## config.mk

```make
export PLATFORM = sky130hd
export DESIGN_NAME = pt_walker
export DESIGN_NICKNAME = d
export VERILOG_FILES = /design/src/rtl/pt_walker_pkg.sv /design/src/rtl/pt_perm_check.sv /design/src/rtl/pt_tlb.sv /design/src/rtl/pt_walker.sv
export SDC_FILE = /design/constraint.sdc
export NUM_CORES = 1
export LEC_CHECK = 0
export ABC_AREA = 1
export BUFFER_PORTS_ARGS = -buffer_cell sky130_fd_sc_hd__buf_2
export CORE_ASPECT_RATIO = 0.8
export CORE_MARGIN = 1
export CORE_UTILIZATION = 50
export DETAILED_ROUTE_END_ITERATION = 8
export GPL_TIMING_DRIVEN = 0
export HOLD_SLACK_MARGIN = 0.05
export PLACE_DENSITY = 0.72
export SYNTH_ARGS = -nofsm -noshare
export SYNTH_HDL_FRONTEND = slang
export SYNTH_SLANG_ARGS = --single-unit
```

## constraint.sdc

```tcl
create_clock -name clk -period 6 [get_ports clk]
set_clock_uncertainty 0.05 [all_clocks]
set_input_delay 0.6 -clock clk [delete_from_list [all_inputs] [get_ports clk]]
set_output_delay 0.6 -clock clk [all_outputs]
set_load 0.03 [all_outputs]
```

## src/rtl/pt_walker_pkg.sv

```systemverilog
package pt_walker_pkg;

    localparam int LA_W   = 32;
    localparam int OFF_W  = 12;
    localparam int IDX_W  = 10;
    localparam int VPN_W  = LA_W - OFF_W;
    localparam int PFN_W  = LA_W - OFF_W;

    typedef enum logic [2:0] {
        ST_IDLE,
        ST_LOOKUP,
        ST_DIR_REQ,
        ST_DIR_WAIT,
        ST_TBL_REQ,
        ST_TBL_WAIT,
        ST_RESP
    } walk_state_e;

    typedef enum logic [1:0] {
        FLT_NONE   = 2'd0,
        FLT_ABSENT = 2'd1,
        FLT_WRITE  = 2'd2,
        FLT_USER   = 2'd3
    } fault_code_e;

    typedef struct packed {
        logic [PFN_W-1:0] frame;
        logic [8:0]       spare;
        logic             usr;
        logic             wr;
        logic             pres;
    } table_entry_t;

endpackage

```

## src/rtl/pt_perm_check.sv

```systemverilog
module pt_perm_check
    import pt_walker_pkg::*;
(
    input  logic        present,
    input  logic        wr_ok,
    input  logic        usr_ok,
    input  logic        is_write,
    input  logic        is_user,
    output fault_code_e code
);

    always_comb begin
        if (!present) begin
            code = FLT_ABSENT;
        end else if (is_user && !usr_ok) begin
            code = FLT_USER;
        end else if (is_write && !wr_ok) begin
            code = FLT_WRITE;
        end else begin
            code = FLT_NONE;
        end
    end

endmodule

```

## src/rtl/pt_tlb.sv

```systemverilog
module pt_tlb #(
    parameter int ENTRIES = 4,
    parameter int VPN_W   = 20,
    parameter int PFN_W   = 20
) (
    input  logic             clk,
    input  logic             rst_n,
    input  logic             flush,
    input  logic [VPN_W-1:0] lk_vpn,
    output logic             hit,
    output logic [PFN_W-1:0] hit_pfn,
    output logic             hit_wr,
    output logic             hit_usr,
    input  logic             fill_en,
    input  logic [VPN_W-1:0] fill_vpn,
    input  logic [PFN_W-1:0] fill_pfn,
    input  logic             fill_wr,
    input  logic             fill_usr
);

    localparam int PTR_W = (ENTRIES > 1) ? $clog2(ENTRIES) : 1;
    localparam logic [PTR_W-1:0] LAST = PTR_W'(ENTRIES - 1);

    logic [ENTRIES-1:0]   valid_q;
    logic [VPN_W-1:0]     vpn_q [ENTRIES];
    logic [PFN_W-1:0]     pfn_q [ENTRIES];
    logic [ENTRIES-1:0]   wr_q;
    logic [ENTRIES-1:0]   usr_q;
    logic [PTR_W-1:0]     ptr_q;
    logic [ENTRIES-1:0]   match;

    for (genvar g = 0; g < ENTRIES; g++) begin : g_slot
        assign match[g] = valid_q[g] && (vpn_q[g] == lk_vpn);

        always_ff @(posedge clk) begin
            if (!rst_n || flush) begin
                valid_q[g] <= 1'b0;
            end else if (fill_en && ptr_q == PTR_W'(g)) begin
                valid_q[g] <= 1'b1;
                vpn_q[g]   <= fill_vpn;
                pfn_q[g]   <= fill_pfn;
                wr_q[g]    <= fill_wr;
                usr_q[g]   <= fill_usr;
            end
        end
    end

    always_ff @(posedge clk) begin
        if (!rst_n || flush) begin
            ptr_q <= '0;
        end else if (fill_en) begin
            ptr_q <= (ptr_q == LAST) ? '0 : ptr_q + 1'b1;
        end
    end

    always_comb begin
        hit     = |match;
        hit_pfn = '0;
        hit_wr  = 1'b0;
        hit_usr = 1'b0;
        for (int i = 0; i < ENTRIES; i++) begin
            if (match[i]) begin
                hit_pfn = hit_pfn | pfn_q[i];
                hit_wr  = hit_wr  | wr_q[i];
                hit_usr = hit_usr | usr_q[i];
            end
        end
    end


    match_onehot_chk: assert property (@(posedge clk) disable iff (!rst_n)
        $onehot0(match));


    flush_empty_chk: assert property (@(posedge clk) disable iff (!rst_n)
        flush |=> !hit);

endmodule

```

## src/rtl/pt_walker.sv

```systemverilog
module pt_walker
    import pt_walker_pkg::*;
#(
    parameter int TLB_ENTRIES = 4
) (
    input  logic        clk,
    input  logic        rst_n,
    input  logic        paging_en,
    input  logic        base_wr_en,
    input  logic [31:0] base_wr_data,
    input  logic        req_valid,
    output logic        req_ready,
    input  logic [31:0] req_addr,
    input  logic        req_write,
    input  logic        req_user,
    output logic        rsp_valid,
    output logic [31:0] rsp_paddr,
    output logic        rsp_fault,
    output logic [1:0]  rsp_fault_code,
    output logic [31:0] rsp_fault_addr,
    output logic        mem_rd_en,
    output logic [31:0] mem_rd_addr,
    input  logic        mem_rd_valid,
    input  logic [31:0] mem_rd_data
);

    walk_state_e      state_q, state_d;
    logic [LA_W-1:0]  la_q;
    logic             wr_q, usr_q;
    logic [PFN_W-1:0] root_q;
    logic             stale_q;
    logic [PFN_W-1:0] pde_frame_q;
    logic             pde_wr_q, pde_usr_q;
    logic [LA_W-1:0]  res_paddr_q;
    fault_code_e      res_code_q;

    logic             accept;
    table_entry_t     rd_entry;
    logic             hit_raw, hit_use;
    logic [PFN_W-1:0] hit_pfn;
    logic             hit_wr, hit_usr;
    logic             chk_p, chk_w, chk_u;
    fault_code_e      chk_code;
    logic             fill_en;
    logic [PFN_W-1:0] res_frame;

    assign accept   = req_valid && req_ready;
    assign rd_entry = table_entry_t'(mem_rd_data);
    assign hit_use  = hit_raw && !stale_q && !base_wr_en;

    pt_tlb #(
        .ENTRIES (TLB_ENTRIES),
        .VPN_W   (VPN_W),
        .PFN_W   (PFN_W)
    ) u_tlb (
        .clk      (clk),
        .rst_n    (rst_n),
        .flush    (base_wr_en),
        .lk_vpn   (la_q[LA_W-1:OFF_W]),
        .hit      (hit_raw),
        .hit_pfn  (hit_pfn),
        .hit_wr   (hit_wr),
        .hit_usr  (hit_usr),
        .fill_en  (fill_en),
        .fill_vpn (la_q[LA_W-1:OFF_W]),
        .fill_pfn (rd_entry.frame),
        .fill_wr  (pde_wr_q & rd_entry.wr),
        .fill_usr (pde_usr_q & rd_entry.usr)
    );

    // permission inputs depend on which level is being judged
    always_comb begin
        chk_p     = 1'b1;
        chk_w     = 1'b1;
        chk_u     = 1'b1;
        res_frame = rd_entry.frame;
        if (state_q == ST_LOOKUP) begin
            chk_w     = hit_wr;
            chk_u     = hit_usr;
            res_frame = hit_pfn;
        end else if (state_q == ST_DIR_WAIT) begin
            chk_p = rd_entry.pres;
        end else if (state_q == ST_TBL_WAIT) begin
            chk_p = rd_entry.pres;
            chk_w = pde_wr_q & rd_entry.wr;
            chk_u = pde_usr_q & rd_entry.usr;
        end
    end

    pt_perm_check u_perm (
        .present  (chk_p),
        .wr_ok    (chk_w),
        .usr_ok   (chk_u),
        .is_write (wr_q),
        .is_user  (usr_q),
        .code     (chk_code)
    );

    assign fill_en = (state_q == ST_TBL_WAIT) && mem_rd_valid && rd_entry.pres
                     && !stale_q && !base_wr_en;

    // state register
    always_ff @(posedge clk) begin
        if (!rst_n) begin
            state_q <= ST_IDLE;
        end else begin
            state_q <= state_d;
        end
    end

    // next state
    always_comb begin
        state_d = state_q;
        unique case (state_q)
            ST_IDLE: begin
                if (accept) begin
                    state_d = paging_en ? ST_LOOKUP : ST_RESP;
                end
            end
            ST_LOOKUP:   state_d = hit_use ? ST_RESP : ST_DIR_REQ;
            ST_DIR_REQ:  state_d = ST_DIR_WAIT;
            ST_DIR_WAIT: begin
                if (mem_rd_valid) begin
                    state_d = rd_entry.pres ? ST_TBL_REQ : ST_RESP;
                end
            end
            ST_TBL_REQ:  state_d = ST_TBL_WAIT;
            ST_TBL_WAIT: begin
                if (mem_rd_valid) begin
                    state_d = ST_RESP;
                end
            end
            ST_RESP:     state_d = ST_IDLE;
        endcase
    end

    // outputs
    always_comb begin
        req_ready   = 1'b0;
        rsp_valid   = 1'b0;
        mem_rd_en   = 1'b0;
        mem_rd_addr = '0;
        unique case (state_q)
            ST_IDLE:     req_ready = 1'b1;
            ST_DIR_REQ: begin
                mem_rd_en   = 1'b1;
                mem_rd_addr = {root_q, la_q[LA_W-1:LA_W-IDX_W], 2'b00};
            end
            ST_TBL_REQ: begin
                mem_rd_en   = 1'b1;
                mem_rd_addr = {pde_frame_q, la_q[OFF_W+IDX_W-1:OFF_W], 2'b00};
            end
            ST_RESP:     rsp_valid = 1'b1;
            ST_LOOKUP, ST_DIR_WAIT, ST_TBL_WAIT: ;
        endcase
    end

    assign rsp_paddr      = res_paddr_q;
    assign rsp_fault_code = res_code_q;
    assign rsp_fault      = (res_code_q != FLT_NONE);
    assign rsp_fault_addr = la_q;

    // root register
    always_ff @(posedge clk) begin
        if (!rst_n) begin
            root_q <= '0;
        end else if (base_wr_en) begin
            root_q <= base_wr_data[LA_W-1:OFF_W];
        end
    end

    // request capture, walk context and result
    always_ff @(posedge clk) begin
        if (!rst_n) begin
            la_q        <= '0;
            wr_q        <= 1'b0;
            usr_q       <= 1'b0;
            stale_q     <= 1'b0;
            pde_frame_q <= '0;
            pde_wr_q    <= 1'b0;
            pde_usr_q   <= 1'b0;
            res_paddr_q <= '0;
            res_code_q  <= FLT_NONE;
        end else begin
            if (accept) begin
                la_q    <= req_addr;
                wr_q    <= req_write;
                usr_q   <= req_user;
                stale_q <= 1'b0;
                if (!paging_en) begin
                    res_paddr_q <= req_addr;
                    res_code_q  <= FLT_NONE;
                end
            end else if (base_wr_en && state_q != ST_IDLE) begin
                stale_q <= 1'b1;
            end

            if (state_q == ST_LOOKUP && hit_use) begin
                res_code_q  <= chk_code;
                res_paddr_q <= (chk_code == FLT_NONE) ? {res_frame, la_q[OFF_W-1:0]} : '0;
            end

            if (state_q == ST_DIR_WAIT && mem_rd_valid) begin
                pde_frame_q <= rd_entry.frame;
                pde_wr_q    <= rd_entry.wr;
                pde_usr_q   <= rd_entry.usr;
                if (!rd_entry.pres) begin
                    res_code_q  <= chk_code;
                    res_paddr_q <= '0;
                end
            end

            if (state_q == ST_TBL_WAIT && mem_rd_valid) begin
                res_code_q  <= chk_code;
                res_paddr_q <= (chk_code == FLT_NONE) ? {res_frame, la_q[OFF_W-1:0]} : '0;
            end
        end
    end


    rsp_pulse_chk: assert property (@(posedge clk) disable iff (!rst_n)
        rsp_valid |=> !rsp_valid);


    accept_busy_chk: assert property (@(posedge clk) disable iff (!rst_n)
        (req_valid && req_ready) |=> !req_ready);


    rd_pulse_chk: assert property (@(posedge clk) disable iff (!rst_n)
        mem_rd_en |=> !mem_rd_en);


    fault_zero_chk: assert property (@(posedge clk) disable iff (!rst_n)
        (rsp_valid && rsp_fault) |-> (rsp_paddr == '0 && rsp_fault_code != 2'd0));


    passthru_chk: assert property (@(posedge clk) disable iff (!rst_n)
        (req_valid && req_ready && !paging_en)
        |=> (rsp_valid && !rsp_fault && rsp_paddr == $past(req_addr)));


    absent_dir_chk: assert property (@(posedge clk) disable iff (!rst_n)
        (state_q == ST_DIR_WAIT && mem_rd_valid && !mem_rd_data[0])
        |=> (rsp_valid && rsp_fault_code == 2'd1));

endmodule

```

# After elaboration in Yosys (flattened, before gate mapping)
# Memory sizes are Yosys's and may differ from the RTL's.
# Index checks and enable logic that the tools add are counted.
# classes
muxes,80
n_eq_ne,16
add_sub_neg,1
multipliers,0
reduce_logical,45
div,0
magnitude_cmp,0
shift,0
n_bitwise,13
# op_table
operator,count
$mux W32,7
$mux W20,11
$reduce_or A20 Y1,6
$eq A20 B20 Y1,4
$pmux W32 S2,1
$or A20 B20 Y20,3
$mux W1,38
$mux W2,17
$pmux W3 S7,1
$logic_and A1 B1 Y1,20
$mux W3,5
$eq A3 B3 Y1 const B,3
$reduce_and A2 Y1,4
$eq A3 B2 Y1 const B,2
$ne A2 B2 Y1 const B,3
$or A1 B1 Y1,6
$logic_not A1 Y1,5
$eq A2 B2 Y1 const B,2
$logic_not A2 Y1,2
$reduce_or A2 Y1,2
$reduce_or A4 Y1,1
$eq A3 B1 Y1 const B,1
$logic_not A3 Y1,1
$reduce_and A3 Y1,1
other kinds (7),9
# word_totals
mem_count,2
inputBits,104
reg_bits,128
ramBits,160
out_inout_bits,102
romBits,0
latch_bits,0
wordCells,181
# memory_table
name,depth,word_bits,read_ports,rd_clocked_by_memory_dff,wr,line_no,source
u_tlb.pfn_q,4,20,4,0,1,pt_tlb.sv:26,logic [PFN_W-1:0] pfn_q [ENTRIES];
u_tlb.vpn_q,4,20,4,0,1,pt_tlb.sv:25,logic [VPN_W-1:0] vpn_q [ENTRIES];

# Depth between registers and ports, before layout
# Gate-level depths: netlist (run 1).
# depth
ltp_word,21
ltp_mapped,16
depth_no_buf,15

# Cells and area by module
# A second synthesis (run 1) with hierarchy kept.
# unflattened
hier_cells,1659
hier_area_um2,13530.5
# modules_own_cells
module,seq_area_each_um2,n_inst,cells_each,area_per_inst_um2
pt_tlb,5165.0,1,807,7852.5
pt_walker,2282.2,1,845,5644.2
pt_perm_check,0.0,1,7,33.8

# Worst setup path after synthesis (run 1)
# Ideal clock, no wire load.
# synth_path
path_type,input -> register
from,input base_wr_en
to,"memory u_tlb.pfn_q[0][0], enable pin"
path_buffers,0
t_arrival_ns,3.149
setup_ns,0.441
path_slack_ns,2.360
cell_stages,4
path_cell_list,or2_2 > nor3_1 > nand2_1 > nor2_1
# synth_via
elab_chain_len,10
# synth_rtl
element,line_no,source
from (decl),pt_walker.sv:9,"input logic base_wr_en,"
$logic_not A1 Y1,pt_walker.sv:100,&& !stale_q && !base_wr_en;
$logic_and A1 B1 Y1,pt_walker.sv:100,
$logic_and A1 B1 Y1,pt_tlb.sv:38,end else if (fill_en && ptr_q == PTR_W'(g)) begin
$mux W1,pt_tlb.sv:38,
$mux W1,pt_tlb.sv:36,if (!rst_n || flush) begin
$mux W1 (not written as such),pt_tlb.sv:41,pfn_q[g] <= fill_pfn;
$reduce_or A20 Y1 (no line),-,
$mux W2 (no line) / $mux W1 (equally long branches) (3 in series),-,
to (decl),pt_tlb.sv:26,
# Several ways; a longest one is shown, not always the timed one.

# Worst setup path after layout (run 1)
# layout_path
from,register state_q[0]
to,"memory u_tlb.pfn_q[3][12], enable pin"
# layout_via
elab_chain_len,13
# layout_rtl
element,line_no,source
from (decl),pt_walker.sv:27,"walk_state_e state_q, state_d;"
from (signal assigned),pt_walker.sv:107,state_q <= state_d;
$eq A3 B3 Y1 (*),pt_walker.sv:99,assign fill_en = (state_q == ST_TBL_WAIT) && mem_rd_valid && rd_entry.pres
$logic_and A1 B1 Y1 (*) (2 in series),pt_walker.sv:99,
$logic_and A1 B1 Y1 (*) (2 in series),pt_walker.sv:100,
$logic_and A1 B1 Y1,pt_tlb.sv:38,
$mux W1,pt_tlb.sv:38,
$mux W1,pt_tlb.sv:36,
$mux W1 (not written as such),pt_tlb.sv:41,
$reduce_or A20 Y1 (no line),-,
$mux W2 (no line) / $mux W1 (equally long branches) (3 in series),-,
# Every way passes the cells marked *; elsewhere a longest branch is shown, timed or not.

==> run summary, run 1 <==
status: finished, final reports clean
DR iter-0 viols: 1,255
HPWL after DPL: 28,500 um
core footprint: 25,500 sq um
initial antenna violation count: 4
Die W: 183 um
Post-route DRC: 0
most common cell in the netlist: nand2_1
worst slew pin tran: 1.01 ns
Critical Path RT: 6.20 ns
Final GP Congestion: 0.912
M1 GR Usage: 42.9%
commonest cells in the netlist: 349 x nand2_1, 168 x edfxtp_1, 154 x inv_1
peak supply drop: 261 uV
Post-CTS Hold Fix Bufs: 0
vias per cell: 5.54
Critical Path Max Stage Delay: 0.76 ns
Total Routed Length: 39,200 um
number of synthesized flops with an enable pin: 168
Fill cells: 2,189
max_slew headroom: 32.3%
Synthesis Warnings: 0
share of cells above drive strength 1: 19.5%
Final Max Tran Viols: 0
fin worst setup slack: 2.84 ns
minimum clock period after layout: 3.16 ns
clock-pin slew on the worst setup and hold paths: 0.06 ns
ys flop type: edfxtp_1
GRT Total Usage: 28.9%
crit path from: state_q[0]$_SDFFE_PN0P_
Hold WC Path Type: in -> reg
gate count of the mapped netlist: 1,508
mean post-synth cell area: 8.68 sq um
die footprint: 26,800 sq um
utilization after layout: 61.2%
Seq/Total Area, Yosys: 56.9%
Mapped Area: 13,100 sq um
1st-pass router iterations: 8
critical path class: reg -> reg
Area Overhead vs Synth: 19.1%
CP max-delay cell: nor3_1
io pins: 206
startpoint types: flop
GR peak layer: met1
Worst-Skew Late Latency: 0.56 ns
worst reg2reg setup slack: 2.84 ns
TritonCTS buffer count: 30
Hold Fails Final Rpt: 0
row count: 52
post-cts resize count: 0
reg2reg end: u_tlb.pfn_q[3][12]$_DFFE_PP_
top cells by area, synth: edfxtp_1 39%, dfxtp_1 18%, nand2_1 10%
H-Tree Level Count: 1
Multi-input gate area: 4630 sq um
min-delay src: base_wr_data[20]
Setup Buffers After CTS: 0
Pleak: 0.00690 uW
DR WL/cell: 18.6 um
Post-synth ARST share: 0%
Place WS: 2.53 ns
Root Driver: clkbuf_16
total negative slack: 0 ns
MaxCap Viol Count: 0
post-synth top area share: 38.5%
Routed Antenna Nets: 0
Starting Density: 51.3%
Seq cells post-synth: 288
grt ovf: 0
number of global-route vias before repair: 10,500
fmax: 316 MHz
fraction of the cycle the final worst path needs: 52.7%
met3 usage: 7.16%
crit path max fanout: 22
vias after detailed routing: 11,700
R2R cell count: 9
M2 GR Usage: 42.2%
dominant cell type by area after synthesis: edfxtp_1
RSZ-0062 raised after global routing: false
Finish-stage setup viols: 0
pin count of the biggest net entering global routing: 26
I/O Buffers: 182
Worst R2R Start: state_q[0]$_SDFFE_PN0P_
Final Hold Slack: 0.225 ns
Reg area: 7450 sq um
Sink Count: 288
Max Root-Sink Buffers: 3
Data arrival, critical path: 3.36 ns
Cell Chain, Critical Path: inv_1 -> nor2_1 -> nand2_1 -> nor2_1 -> inv_1 -> nor3_1 -> nand2_1 -> nor2_4 -> buf_12
Final nets: 1,835
CTS tree: built
die height: 147 um
P per Cell Area: 394 nW/um^2
crit path to: u_tlb.pfn_q[3][12]$_DFFE_PP_
post-synth cell types: 35
Crit. End Element: flop
global-route wire length before repair: 59,400 um
[cells by family (layout without fill, tap and decap cells)]
logic type	count (synthesis)	after routing	share of synthesized area (%)
AND/OR/NAND/NOR	692	692	24.0
adder cells (fa/ha/maj)	4	4	0.382
flip-flops	288	288	56.9
other	1	3	0.0286
AO/OA/AOI/OAI	261	261	10.3
XOR/XNOR	7	7	0.468
buffers and inverters	255	497	8.03
[layout make-up]
type                    instances  area share, %
diodes                          1         0.0160
plain buffers                  76           2.44
clock buffers                  48           6.14
clock inverters                 8          0.481
inverters                     179           4.31
multi-input cells             966           29.7
flip-flops and latches        288           47.7
well taps                     351           2.81
repair buffers                186           6.40
[per-layer routing]
metal	wire length, um	share of wire, %
met5	27	0.069
met4	942	2.4
met3	4650	12
met2	16500	42
met1	17100	44
[registers in the layout, indices dropped and copies added, names as in the netlist, 2 cells and up]
| register | count |
|---|---|
| u_tlb.pfn_q | 80 |
| u_tlb.vpn_q | 80 |
| rsp_fault_addr | 32 |
| rsp_paddr | 32 |
| pde_frame_q | 20 |
| root_q | 20 |
| u_tlb.usr_q | 4 |
| u_tlb.valid_q | 4 |
| u_tlb.wr_q | 4 |
| state_q | 3 |
| rsp_fault_code | 2 |
| u_tlb.ptr_q | 2 |
[per-stage QoR]
stage,cell area (sq um),total power [uW],instances
floorplan,13100,3600,1509
global placement,14500,4200,2042
detailed placement,14600,4230,2046
CTS,15600,6120,2102
global route,15600,6410,2103
finish,15600,6150,2103
[critical path: cells and delay by family, from the launching register on]
kind,cells,cell delay (ns)
flip-flops,1,0.39
AND/OR/NAND/NOR,6,1.99
buffers and inverters,3,0.40
[cell usage in the layout (no fill, tap or decap), types with 6 or more instances in the layout]
cell         n
nand4_1     94
clkbuf_16   32
clkbuf_8     9
dfxtp_1    120
inv_2       24
nand2_1    349
edfxtp_1   168
o22ai_1     10
or2_2       25
buf_2      201
o21ai_0    116
inv_1      154
a21oi_1     95
nor2_1     143
xnor2_1      6
o21ai_1     31
clkbuf_1    49
nor2_4      10
nand3_1     50
buf_6        8
[power breakdown]
part	switching, uW	leakage, uW	total [uW]	internal (uW)
registers	182	0.00251	2450	2270
clock network	776	0.000518	1910	1140
logic	1300	0.00387	1790	496
[worst min-delay path by stage]
stage	to	slack, ns	depth (start not counted)
finish	root_q[8]$_SDFFE_PN0P_	0.23	3
global route	root_q[19]$_SDFFE_PN0P_	0.22	3
CTS	root_q[17]$_SDFFE_PN0P_	0.21	3
detailed placement	pde_frame_q[8]$_SDFFE_PN0P_	0.39	2
global placement	pde_frame_q[12]$_SDFFE_PN0P_	0.39	2
floorplan	pde_frame_q[19]$_SDFFE_PN0P_	0.37	2
No activity file was read; power rests on OpenSTA's default activity.
==> inputs of run 2 (changes only) <==
--- a/config.mk
+++ b/config.mk
@@ -13,7 +13,7 @@
 export DETAILED_ROUTE_END_ITERATION = 8
 export GPL_TIMING_DRIVEN = 0
 export HOLD_SLACK_MARGIN = 0.05
-export PLACE_DENSITY = 0.72
+export PLACE_DENSITY = 0.75
 export SYNTH_ARGS = -nofsm -noshare
 export SYNTH_HDL_FRONTEND = slang
 export SYNTH_SLANG_ARGS = --single-unit
==> constraint.sdc (replaced) <==
create_clock -name clk -period 2.8 [get_ports clk]
set_clock_uncertainty 0.05 [all_clocks]
set_input_delay 0.28 -clock clk [delete_from_list [all_inputs] [get_ports clk]]
set_output_delay 0.28 -clock clk [all_outputs]
set_load 0.03 [all_outputs]
==> run 2 against run 1 <==
Register-to-register slack got worse by 2.7 ns. Highest routed layer is now met4. Final area rose by 5.1%. Combinational power rose by 120%.
==> run summary, run 2 (same netlist as run 1, synthesis figures left out) <==
RSZ-0062 raised after global routing: false
Critical Path Max Stage Delay: 0.37 ns
Final GP Congestion: 0.919
Multi-input gate area: 4690 sq um
core footprint: 25,500 sq um
R2R cell count: 13
Crit. End Element: primary output
number of global-route vias before repair: 11,200
Hold Fails Final Rpt: 0
Finish-stage setup viols: 0
worst slew pin tran: 0.886 ns
Die W: 183 um
Starting Density: 51.3%
global-route wire length before repair: 62,200 um
vias per cell: 5.52
Fill cells: 2,081
I/O Buffers: 182
clock-pin slew on the worst setup and hold paths: 0.06 ns
reg2reg end: rsp_paddr[22]$_SDFF_PN0_
Pleak: 0.00723 uW
most frequent cells in the layout: 349 x nand2_1, 201 x buf_2, 168 x edfxtp_1
startpoint types: flop
die footprint: 26,800 sq um
fmax: 369 MHz
min-delay src: req_addr[28]
Area Overhead vs Synth: 25.2%
Root Driver: clkbuf_16
MaxCap Viol Count: 0
Hold WC Path Type: in -> reg
crit path max fanout: 10
die height: 147 um
WHS Endpoint: rsp_fault_addr[28]$_SDFFE_PN0P_
Final Max Tran Viols: 0
critical path class: reg -> out
utilization after layout: 64.3%
Sink Count: 288
Diodes inserted: 0
P per Cell Area: 817 nW/um^2
Post-route DRC: 0
Worst R2R Start: rsp_fault_addr[29]$_SDFFE_PN0P_
largest registers: u_tlb.pfn_q x80, u_tlb.vpn_q x80
fraction of the cycle the final worst path needs: 96.9%
CP max-delay cell: dfxtp_1
share of cells above drive strength 1: 20.6%
worst reg2reg setup slack: 0.14 ns
H-Tree Level Count: 1
initial antenna violation count: 0
io pins: 206
DR iter-0 viols: 1,461
commonest non-fill, non-tap cell in the layout: nand2_1
Reg area: 7470 sq um
CTS tree: built
minimum clock period after layout: 2.71 ns
peak supply drop: 494 uV
Place WS: -0.334 ns
max_slew headroom: 40.8%
HPWL after DPL: 28,400 um
Final nets: 1,912
1st-pass router iterations: 6
GRT Total Usage: 29.9%
grt ovf: 0
TritonCTS buffer count: 30
Cell Chain, Critical Path: inv_1 -> nor2_1 -> nand2_1 -> clkbuf_1 -> o22ai_1 -> buf_2
Critical Path RT: 2.47 ns
Worst Hold Path Cells: 3
pin count of the biggest net entering global routing: 28
DR WL/cell: 18.7 um
Placed Instance Area: 14,600 sq um
Total Routed Length: 40,700 um
status: finished, final reports clean
row count: 52
Max Root-Sink Buffers: 3
Routed Antenna Nets: 0
vias after detailed routing: 12,000
Worst-Skew Late Latency: 0.56 ns
fin worst setup slack: 0.0878 ns
Data arrival, critical path: 2.38 ns
Final Hold Slack: 0.0696 ns
Finished Cell Area: 16,400 sq um
-- run 2: cell types whose count changed in the layout (fill, tap and decap cells not counted), sizes merged --
cell         change
dlygate4sd3     +66
buf              +9
clkbuf           -9
clkinv           +5
bufinv           +3
nor2             +2
clkinvlp         +1
diode            -1
-- run 2: per-layer routing --
layer / vias to the layer above / global-route usage (%) / share of wire, %
met1: 5601 / 43.7 / 42
li1: 5641 / - / -
met2: 717 / 46.1 / 44
met5: - / 0 / 0
met4: 0 / 6.96 / 2.1
met3: 71 / 5.60 / 12
-- run 2: power breakdown --
group | switching (uW) | internal (uW)
registers | 383 | 4870
clock network | 1690 | 2470
logic | 2840 | 1140
-- run 2: final cells by class --
cell class / count / share of cell area [%]
buffer: 76 / 2.34
clock buffer: 39 / 5.10
clock inverter: 17 / 1.18
inverter: 179 / 4.10
multi-input combinational: 968 / 28.6
sequential: 288 / 45.5
tap: 351 / 2.68
timing repair buffer: 261 / 10.5
-- run 2: how the worst max path moves through the flow --
stage / startpoint / endpoint / cells past startpoint
5_1_grt: rsp_fault_addr[19]$_SDFFE_PN0P_ / rsp_paddr[24]$_SDFF_PN0_ / 13
3_5_place_dp: state_q[0]$_SDFFE_PN0P_ / u_tlb.pfn_q[1][15]$_DFFE_PP_ / 9
4_1_cts: state_q[0]$_SDFFE_PN0P_ / u_tlb.pfn_q[1][4]$_DFFE_PP_ / 9
3_3_place_gp: base_wr_en / u_tlb.vpn_q[0][7]$_DFFE_PP_ / 5
2_1_floorplan: state_q[0]$_SDFFE_PN0P_ / u_tlb.pfn_q[0][0]$_DFFE_PP_ / 8
6_report: state_q[1]$_SDFFE_PN0P_ / mem_rd_addr[8] / 6
-- run 2: critical path: cells and delay by family (launching register included) --
family | cells | cell delay [ns]
DFF | 1 | 0.37
AOI/OAI and AO/OA | 1 | 0.32
and+or+nand+nor | 2 | 0.43
buffers and inverters | 3 | 0.70
-- run 2: timing repair --
item / 4_1_cts / 5_1_grt
endpoints found under the hold margin: 128 / 0
setup buffers: 0 / 9
endpoints found under the setup margin: 178 / 152
cloned: 2 / 0
pin swaps: 2 / 5
hold buffers: 66 / 0
resized for setup: 8 / 23
-- run 2: stage by stage --
step | power (uW) | cells | setup TNS, ns
2_1_floorplan | 7720 | 1509 | 0
3_3_place_gp | 8980 | 2042 | -220.50
3_5_place_dp | 9050 | 2046 | -34.13
4_1_cts | 13300 | 2170 | 0
5_1_grt | 13900 | 2179 | 0
6_report | 13400 | 2179 | 0
==> inputs of run 3 (changes only) <==
--- a/config.mk
+++ b/config.mk
@@ -13,7 +13,7 @@
 export DETAILED_ROUTE_END_ITERATION = 8
 export GPL_TIMING_DRIVEN = 0
 export HOLD_SLACK_MARGIN = 0.05
-export PLACE_DENSITY = 0.75
+export PLACE_DENSITY = 0.82
 export SYNTH_ARGS = -nofsm -noshare
 export SYNTH_HDL_FRONTEND = slang
 export SYNTH_SLANG_ARGS = --single-unit
==> run 3 against run 2 <==
First-iteration DRC count rose by 22%. Largest cell class unchanged. Sequential share of layout area about the same. Via count is 2.8% higher. Largest power group unchanged. Worst hold slack got worse by 0.0098 ns. Cell count hardly changed. Clock power about the same. Highest routed layer unchanged. Final area grew 0.12%. Critical path type is now reg -> reg.
==> run summary, run 3 (same netlist as run 1, synthesis figures left out) <==
number of global-route vias before repair: 11,400
Final Max Tran Viols: 0
fraction of the cycle the final worst path needs: 96.8%
grt ovf: 0
Logic pwr share: 29.9%
MaxCap Viol Count: 0
Final GP Congestion: 0.912
reg2reg end: rsp_paddr[21]$_SDFF_PN0_
commonest non-fill, non-tap cell in the layout: nand2_1
Hold WC Path Type: in -> reg
Sw Share: 36.6%
Finish-stage setup viols: 0
Critical Path RT: 3.25 ns
max_slew headroom: 45.8%
Hold Fails Final Rpt: 0
most frequent cells in the layout: 349 x nand2_1, 201 x buf_2, 168 x edfxtp_1
DR WL/cell: 19.0 um
Final nets: 1,913
minimum clock period after layout: 2.71 ns
Placed Instance Area: 14,600 sq um
Worst R2R Start: rsp_fault_addr[16]$_SDFFE_PN0P_
crit path from: rsp_fault_addr[16]$_SDFFE_PN0P_
Finished Cell Area: 16,400 sq um
GRT Total Usage: 29.5%
utilization after layout: 64.4%
critical path class: reg -> reg
pin count of the biggest net entering global routing: 27
Sw Pwr: 4910 uW
Worst-Skew Late Latency: 0.56 ns
DR iter-0 viols: 1,778
initial antenna violation count: 1
die footprint: 26,800 sq um
startpoint types: flop
Routed Antenna Nets: 0
CTS tree: built
Final Hold Slack: 0.0598 ns
I/O Buffers: 182
clock-pin slew on the worst setup and hold paths: 0.07 ns
fin cells: 2,180
Sink Count: 288
share of cells above drive strength 1: 20.8%
Root Driver: clkbuf_16
# placed instances: 2,046
status: finished, final reports clean
worst slew pin tran: 0.814 ns
min-delay src: req_addr[19]
Crit. End Element: flop
io pins: 206
Area Overhead vs Synth: 25.3%
Worst Hold Path Cells: 3
Max Root-Sink Buffers: 3
Post-route DRC: 0
1st-pass router iterations: 6
vias per cell: 5.67
TritonCTS buffer count: 29
peak supply drop: 525 uV
Clock power frac: 30.9%
core footprint: 25,500 sq um
Int Power: 8500 uW
worst reg2reg setup slack: 0.09 ns
sequential fraction of design power: 39.2%
largest registers: u_tlb.pfn_q x80, u_tlb.vpn_q x80
Data arrival, critical path: 3.16 ns
CP max-delay cell: dfxtp_2
fmax: 369 MHz
Critical Path Max Stage Delay: 0.50 ns
die height: 147 um
P per Cell Area: 817 nW/um^2
global-route wire length before repair: 61,500 um
row count: 52
Pleak: 0.00724 uW
Starting Density: 51.3%
Total Routed Length: 41,300 um
Die W: 183 um
R2R cell count: 13
vias after detailed routing: 12,400
crit path max fanout: 10
H-Tree Level Count: 1
HPWL after DPL: 28,400 um
WHS Endpoint: rsp_fault_addr[19]$_SDFFE_PN0P_
Pwr Total: 13,400 uW
Cell Chain, Critical Path: inv_2 -> nand2_1 -> nand2_1 -> nor2_1 -> nand2_1 -> nor2_2 -> clkbuf_2 -> nand4_1 -> nand3_1 -> nor2_1 -> nor2_1 -> nand4_1 -> a21oi_1
[run 3: changes by cell type in the layout (fill, tap and decap cells not counted), moves of 2 or more]
cell / before / now
clkbuf_8: 3 / 6
clkinv_2: 6 / 4
nor2_1: 132 / 134
dfxtp_2: 12 / 17
dfxtp_1: 107 / 103
buf_4: 12 / 14
nor2_2: 13 / 11
clkinv_1: 5 / 2
[run 3: how the worst max path moves through the flow]
stage	endpoint	cells past startpoint
2_1_floorplan	u_tlb.pfn_q[0][0]$_DFFE_PP_	8
3_3_place_gp	u_tlb.vpn_q[3][6]$_DFFE_PP_	8
3_5_place_dp	u_tlb.wr_q[2]$_DFFE_PP_	9
4_1_cts	u_tlb.pfn_q[2][3]$_DFFE_PP_	9
5_1_grt	rsp_paddr[25]$_SDFF_PN0_	13
6_report	rsp_paddr[21]$_SDFF_PN0_	13
[run 3: worst max-delay path: cells and delay by family (launching register included)]
family,cells,cell delay (ns)
AO/OA/AOI/OAI,1,0.16
buffers and inverters,2,0.47
flip-flops,1,0.50
AND/OR/NAND/NOR,10,1.47
[run 3: area by class of cell]
type,instances,area (sq um)
repair buffers,264,1750
clock inverters,12,169
fillers,2033,9090
well taps,351,439
plain buffers,76,387
multi-input cells,967,4670
flip-flops and latches,288,7470
inverters,179,672
diodes,1,2.50
clock buffers,42,856
[run 3: per-stage QoR]
stage	TNS, ns	worst slack (ns)
6_report	0	0.0895
5_1_grt	-0.0684	-0.0684
3_3_place_gp	-207.04	-1.26
2_1_floorplan	0	0.0410
3_5_place_dp	-27.53	-0.264
4_1_cts	0	0.00153
[run 3: layer usage]
metal | GRT usage (%) | up-vias | share of wire (%)
met5 | 0 | - | 0
met4 | 8.42 | 0 | 2.8
met3 | 5.68 | 104 | 13
met2 | 46.0 | 882 | 45
met1 | 42.1 | 5744 | 39
li1 | - | 5637 | -
[run 3: repair_timing]
item,in CTS,in global routing
pin swaps,0,5
gates resized for setup,6,27
buffers inserted,0,11
cloned,0,1
endpoints found under the setup margin,178,132
hold endpoints to repair,128,0
hold buffers,67,0
[run 3: power groups by stage]
stage,Combinational [uW],Clock (uW),Sequential (uW)
finish,4000,4150,5260
CTS,3850,4140,5230
global placement,3660,0,5300
floorplan,2130,0,5590
detailed placement,3740,0,5310
global route,4270,4300,5290
